**config.mk**
```make
export PLATFORM = sky130hd
export DESIGN_NAME = rr_mask_poller
export DESIGN_NICKNAME = d
export VERILOG_FILES = /design/src/rtl/rr_mask_poller.sv
export SDC_FILE = /design/constraint.sdc
export NUM_CORES = 1
export LEC_CHECK = 0
export ABC_AREA = 1
export BUFFER_PORTS_ARGS = -buffer_cell sky130_fd_sc_hd__buf_2
export CORE_MARGIN = 2
export CORE_UTILIZATION = 40
export CTS_BUF_LIST = sky130_fd_sc_hd__clkbuf_4 sky130_fd_sc_hd__clkbuf_8 sky130_fd_sc_hd__clkbuf_16
export DETAILED_ROUTE_END_ITERATION = 10
export PLACE_DENSITY = 0.67
export SLEW_MARGIN = 10
export SYNTH_ARGS = -nofsm -noshare
export SYNTH_HDL_FRONTEND = slang
export SYNTH_SLANG_ARGS = --single-unit
```
**constraint.sdc**
```tcl
create_clock -name clk -period 1.8 [get_ports clk]
set_clock_uncertainty 0.05 [all_clocks]
set_input_delay 0.36 -clock clk [delete_from_list [all_inputs] [get_ports clk]]
set_output_delay 0.36 -clock clk [all_outputs]
set_load 0.02 [all_outputs]
```
**src/rtl/rr_mask_poller.sv**
```systemverilog
module rr_mask_poller #(
  parameter int N = 8
) (
  input  logic         clk,
  input  logic         rst_n,
  input  logic [N-1:0] req,
  output logic [N-1:0] grant,
  output logic         any_grant
);

  localparam logic [N-1:0] ONE = {{(N-1){1'b0}}, 1'b1};

  logic [N-1:0] last_q;
  logic [N-1:0] above;
  logic [N-1:0] mreq;
  logic [N-1:0] pick;

  // above[i] = ~last_q[i] & ~last_q[i+1] & ... & ~last_q[N-1]
  genvar i;
  generate
    for (i = 0; i < N; i++) begin : g_mask
      if (i == N - 1) begin : g_top
        assign above[i] = ~last_q[i];
      end else begin : g_mid
        assign above[i] = ~last_q[i] & above[i+1];
      end
    end
  endgenerate

  assign mreq      = req & above;
  assign pick      = (|mreq) ? mreq : req;
  assign grant     = pick & (~pick + ONE);
  assign any_grant = |req;

  always_ff @(posedge clk or negedge rst_n) begin
    if (!rst_n)         last_q <= '0;
    else if (any_grant) last_q <= grant;
  end

endmodule

```
==> reports/metrics.csv, run 1 <==
stage,metric,value,unit
setup_path,rrSetupSlack,-0.27,ns
flow_run,maxCapViolCount,0,
sta,final_hold_viol_count,0,
detailed_routing,drt_iter0_markers,20,
synthesis,synth_seq_cells,8,
setup_path,worstPathRequired,1.39,ns
grt,grt_first_pass_wirelength,3320,um
die,rows,14,
die,die_w,44.6,um
synthesis,synth_flop_cell,dfrtp_1,
sta,fin_ws,-0.669,ns
detailed_routing,firstDrtPassIters,4,
grt,grt_overflow,0,
cts,cts_inserted_buffers,3,
sta,maxSlewHeadroom,83.8,%
setup_path,rr_worst_depth,12,
layout,reg.largest.list,last_q (8),
sta,max_freq,0.405,GHz
detailed_routing,wl_per_cell,13.1,um
synthesis,syn_inst,92,
placement,hpwl,1390,um
synthesis,synth_edf_count,0,
layout,finish.utilization,77.6,%
die,core_area,1520,um^2
worst_hold_path,hold_start,last_q[4],
grt,antenna_found_initial,0,
layout,antenna_cells,0,
cts,cts_buffer_depth,2,
sta,fin_crit_sh,137,%
run_status,status,"complete, but fails checks",
grt,grt_pass1_vias,765,
worst_hold_path,hp-class,register to register,
detailed_routing,num_vias,803,
setup_path,startpoint,last_q[7],
pwr,p_leak,0.641,nW
detailed_routing,viasPerCell,4.99,
synthesis,synth_area_per_cell,7.18,um^2
grt,grt_usage,22.7,%
die,die_h,44.6,um
cts,clock_sinks,8,
layout,nFillCells,107,
synthesis,yosys-top-cells-area,"dfrtp_1 30%, nand2_1 13%, inv_1 10%",
run_status,violations,negative setup slack,
synthesis,synth_top_area_cell,dfrtp_1,
setup_path,crit_arrival,2.06,ns
setup_path,critical_path_class,register to output pin,
cts,cts_tree,built,
cts,root_buffer,clkbuf_4,
synthesis,yosysMostFrequentCell,nand2_1,
setup_path,critPathLaunchType,register,
synthesis,synthesis.nets,102,
synthesis,syn_area,661,um^2
sta,rsz0062_at_grt,yes,
placement,place_congestion,0.857,
cts,clk_pin_slew,0.05,ns
synthesis,yosys_warnings,0,
setup_path,end_kind,output pin,
detailed_routing,route.detailed.drc,0,
setup_path,r2r-start,last_q[7],
layout,regMostFlops,last_q,
die,initial_core_util,43.3,%
detailed_routing,routed_wl,2110,um
placement,portBuffers,18,
die,ios,19,
cts,clk_latency,0.24,ns
setup_path,critPathCapture,grant[7],
synthesis,yosysUniqueCellTypes,19,
sta,tightest_slew,0.241,ns
sta,setup_viol,15,
layout,layout-drive-gt1-share,63.4,%
grt,grt_max_degree,9,
layout,fin_nets,157,
setup_path,worst-path-max-fanout,6,
synthesis,async_flop_share,100,%
synthesis,ys_seq_area_share,30.3,%
sta,holdWs,0.437,ns
sta,maxSlewViolCount,0,
die,die_area,1990,um^2
pwr,powerDensity,2020,nW/um^2
synthesis,synth_common_cells,"22 x nand2_1, 18 x inv_1, 11 x nor2_1",
pwr,vdd_drop_max,1380,uV
detailed_routing,final_antenna_net_count,0,
layout,area_growth,79.0,%
sta,fin_crit,2.47,ns
setup_path,r2r-end,last_q[6],
cts,h-tree-depth,1,
synthesis,synth_top_area_share,30.3,%
layout,largest_reg_flops,8,
placed cells by master (no fill, tap or decap), types with 2 or more instances in the layout:
master,instances
nor4_1,2
inv_1,13
nand2_1,15
nor2_4,10
buf_4,25
nand4_1,4
buf_6,14
clkbuf_4,3
nand2_2,8
o21ai_2,3
nand3_2,7
nor2_1,7
buf_2,10
dfrtp_1,8
inv_2,6
nand3_1,2
nand2_4,2
per-layer routing:
layer / global-route usage [%] / wire, um / vias up
met1: 29.4 / 845 / 375
met2: 38.6 / 1120 / 26
met5: 0 / 0 / -
met3: 1.22 / 97 / 6
li1: - / - / 396
met4: 10.3 / 51 / 0
final cells by class:
type	count	area, um^2	area share [%]
sequential	8	200	16.9
tap	16	20.0	1.69
timing repair buffer	50	405	34.3
inverter	20	77.6	6.56
clock buffer	3	22.5	1.90
multi-input combinational	64	457	38.6
worst min path at each step:
| stage | endpoint | slack (ns) | depth (start not counted) |
|---|---|---|---|
| finish | last_q[4] | 0.44 | 2 |
| floorplan | last_q[0] | 0.01 | 0 |
| global placement | last_q[0] | 0.15 | 1 |
| CTS | last_q[0] | 0.43 | 2 |
| global route | last_q[0] | 0.47 | 2 |
| detailed placement | last_q[0] | 0.16 | 1 |
where the power goes:
part | switching [mW] | total [mW] | internal (mW)
registers | 0.0514 | 0.293 | 0.242
logic | 1.06 | 1.96 | 0.906
clock network | 0.0532 | 0.129 | 0.0758
total | 1.16 | 2.38 | 1.22
critical path, stage by stage, from the launching register on:
cell and delay [ns]:
dfrtp_1 0.42, nor2_4 0.15, nand3_4 0.12, nor3_4 0.19, nand3_2 0.17, nand4_1 0.13, nand2_1 0.12, nor2_4 0.17
nand3_2 0.12, nor2_4 0.11, buf_6 0.12
stage by stage:
step / area [um^2] / power (mW) / setup slack [ns] / TNS [ns] / cells
finish: 1180 / 2.38 / -0.669 / -5.67 / 161
global route: 1180 / 2.56 / -0.799 / -7.58 / 161
CTS: 1120 / 2.19 / -0.650 / -5.23 / 158
detailed placement: 966 / 1.75 / -0.393 / -3.10 / 149
global placement: 966 / 1.71 / -0.372 / -2.68 / 149
floorplan: 683 / 1.22 / -0.165 / -0.743 / 92
timing repair:
item,4_1_cts,5_1_grt
endpoints found under the setup margin,14,16
hold buffers,1,0
pin swaps,6,3
hold endpoints to repair,8,0
setup buffers,5,4
resized for setup,27,11
kinds of logic (layout without fill, tap and decap cells):
logic type	count (synthesis)	after routing	share of synthesized area, %
simple gates	60	60	54.2
flops	8	8	30.3
buf+inv	20	73	11.4
compound gates	4	4	4.17
No activity file was read; power rests on OpenSTA's default activity.
==> run 2, diff against run 1 <==
Settings changed: PLACE_DENSITY 0.67 to unset.
Clock period 1.8 ns to 2.7 ns, I/O delays scaled along.
==> run 2 against run 1 <==
Compared with the run above:
- the run now ends clean
- design area fell by 29%
- critical path depth unchanged
- global-route usage is 5.9 points lower
- critical path type unchanged
==> reports/metrics.csv, run 2 (synthesized netlist as in run 1, its figures left out) <==
stage,metric,value,unit,change
placement,pre_cts_ws,0.211,ns,+0.604 ns
setup_path,path_depth,10,,unchanged
detailed_routing,drt_iter0_markers,10,,-50%
setup_path,rr_worst_depth,9,,-3
setup_path,worst-path-max-fanout,7,,+1
layout,final-seq-area,200,um^2,unchanged
sta,setup_viol,0,,-15
cts,clock_sinks,8,,unchanged
grt,grt_usage,16.8,%,-5.9 points
layout,reg.largest.list,last_q (8),,
sta,final_hold_viol_count,0,,unchanged
detailed_routing,firstDrtPassIters,4,,unchanged
layout,antenna_cells,0,,unchanged
layout,multiInputGateArea,408,um^2,-11%
layout,fin_area,841,um^2,-29%
setup_path,end_kind,output pin,,
pwr,p_leak,0.486,nW,-24%
layout,layout_commonest_cell,nand2_1,,
detailed_routing,wl_per_cell,10.7,um,-18%
detailed_routing,final_antenna_net_count,0,,unchanged
placement,placedCellCount,126,,-15%
die,die_area,1990,um^2,unchanged
run_status,status,"finished, final reports clean",,
sta,maxSlewHeadroom,82.8,%,-0.92 points
grt,grt_overflow,0,,unchanged
layout,area_growth,27.3,%,
grt,antenna_found_initial,0,,unchanged
cts,cts_inserted_buffers,3,,unchanged
pwr,powerDensity,1290,nW/um^2,-36%
sta,rsz0062_at_grt,yes,,
layout,finish.utilization,55.2,%,-22 points
detailed_routing,viasPerCell,4.82,,-3.3%
die,core_area,1520,um^2,unchanged
layout,regMostFlops,last_q,,
flow_run,maxCapViolCount,0,,unchanged
grt,grt_first_pass_wirelength,2470,um,-26%
setup_path,max_stage_delay,0.41,ns,about the same
placement,place_congestion,0.820,,-4.3%
die,die_w,44.6,um,unchanged
cts,h-tree-depth,1,,unchanged
placement,dpl-instance-area,771,um^2,-20%
layout,final_cell_mix,"20 x nand2_1, 18 x inv_1, 14 x buf_2, 10 x nor2_1, 8 x dfrtp_1",,
die,rows,14,,unchanged
setup_path,cp_cell_sequence,nor2_4 > nand3_4 > nor3_4 > nand3_4 > nand4_1 > nand2_2 > nor2_4 > nand3_1 > inv_1 > buf_2,,
grt,grt_pass1_vias,579,,-24%
setup_path,critical_path_class,register to output pin,,
layout,layout-drive-gt1-share,40.9,%,-23 points
grt,grt_max_degree,9,,unchanged
setup_path,critPathLaunchType,register,,
sta,fin_crit,2.61,ns,
setup_path,worst-path-buf-inv,2,,+1
detailed_routing,routed_wl,1410,um,-34%
setup_path,worstPathRequired,2.11,ns,+0.72 ns
detailed_routing,num_vias,632,,-21%
cts,cts_buffer_depth,2,,unchanged
setup_path,crit_arrival,2.02,ns,-0.04 ns
sta,tightest_slew,0.256,ns,+0.0152 ns
layout,final_cell_count_no_fill,131,,-19%
die,die_h,44.6,um,unchanged
layout,nFillCells,158,,+48%
sta,fin_crit_sh,96.6,%,
detailed_routing,route.detailed.drc,0,,unchanged
die,initial_core_util,43.3,%,unchanged
pwr,finalPower,1.09,mW,-54%
cts,cts_tree,built,,
cts,clk_latency,0.24,ns,about the same
setup_path,crit_family,simple AND/OR/NAND/NOR gates,,
cts,root_buffer,clkbuf_4,,
die,ios,19,,unchanged
sta,fin_ws,0.0911,ns,+0.760 ns
setup_path,crit_slowest_cell,dfrtp_1,,
pwr,vdd_drop_max,672,uV,-51%
sta,max_freq,0.383,GHz,
worst_hold_path,hp-class,input pin to async pin,,
cts,clk_pin_slew,0.05,ns,about the same
layout,fin_nets,127,,-19%
layout,largest_reg_flops,8,,unchanged
placement,hpwl,1160,um,-16%
placement,portBuffers,18,,unchanged
sta,maxSlewViolCount,0,,unchanged
## run 2: cell types whose count changed in the layout (fill, tap and decap cells not counted), moves of 3 or more
cell / delta
nor2_4: -5
nor2_1: +3
inv_1: +5
buf_2: +4
buf_6: -14
buf_4: -19
nand3_2: -4
nand2_2: -4
inv_2: -4
nand2_1: +5
## run 2: what timing repair did
item	in CTS	in global routing
hold buffers	0	0
hold endpoints to repair	0	0
setup buffers	0	2
gates resized for setup	0	9
endpoints found under the setup margin	0	5
## run 2: cell type report
class | instances | share of cell area (%)
Timing Repair Buffer | 20 | 13.7
Inverter | 20 | 8.93
Clock buffer | 3 | 2.68
Multi-Input combinational cell | 64 | 48.5
Sequential cell | 8 | 23.8
Tap cell | 16 | 2.38
## run 2: report_power, final
group / switching (mW) / internal, mW
clock network: 0.0345 / 0.0504
logic: 0.520 / 0.289
registers: 0.0315 / 0.161
## run 2: path summary, 6_finish.rpt
path / to / start / slack, ns
max: grant[5] / last_q[7] / 0.09
min: last_q[3] / rst_n / 0.08
max reg2reg: last_q[7] / last_q[7] / 0.93
min reg2reg: last_q[4] / last_q[4] / 0.43
max in group asynchronous: last_q[4] / rst_n / 2.36
min in group clk: last_q[4] / last_q[4] / 0.43
## run 2: stage by stage
stage,setup TNS (ns),hold WS (ns)
2_1_floorplan,0,0.194
3_3_place_gp,0,0.337
5_1_grt,-0.202,0.0860
6_report,0,0.0781
3_5_place_dp,0,0.339
4_1_cts,0,0.0757
## run 2: routing by layer
layer | wire [um] | global-route usage (%) | vias up
met3 | 57 | 1.22 | 0
li1 | - | - | 338
met1 | 707 | 23.2 | 281
met4 | 0 | 5.45 | 0
met2 | 640 | 27.8 | 13
met5 | 0 | 0 | -
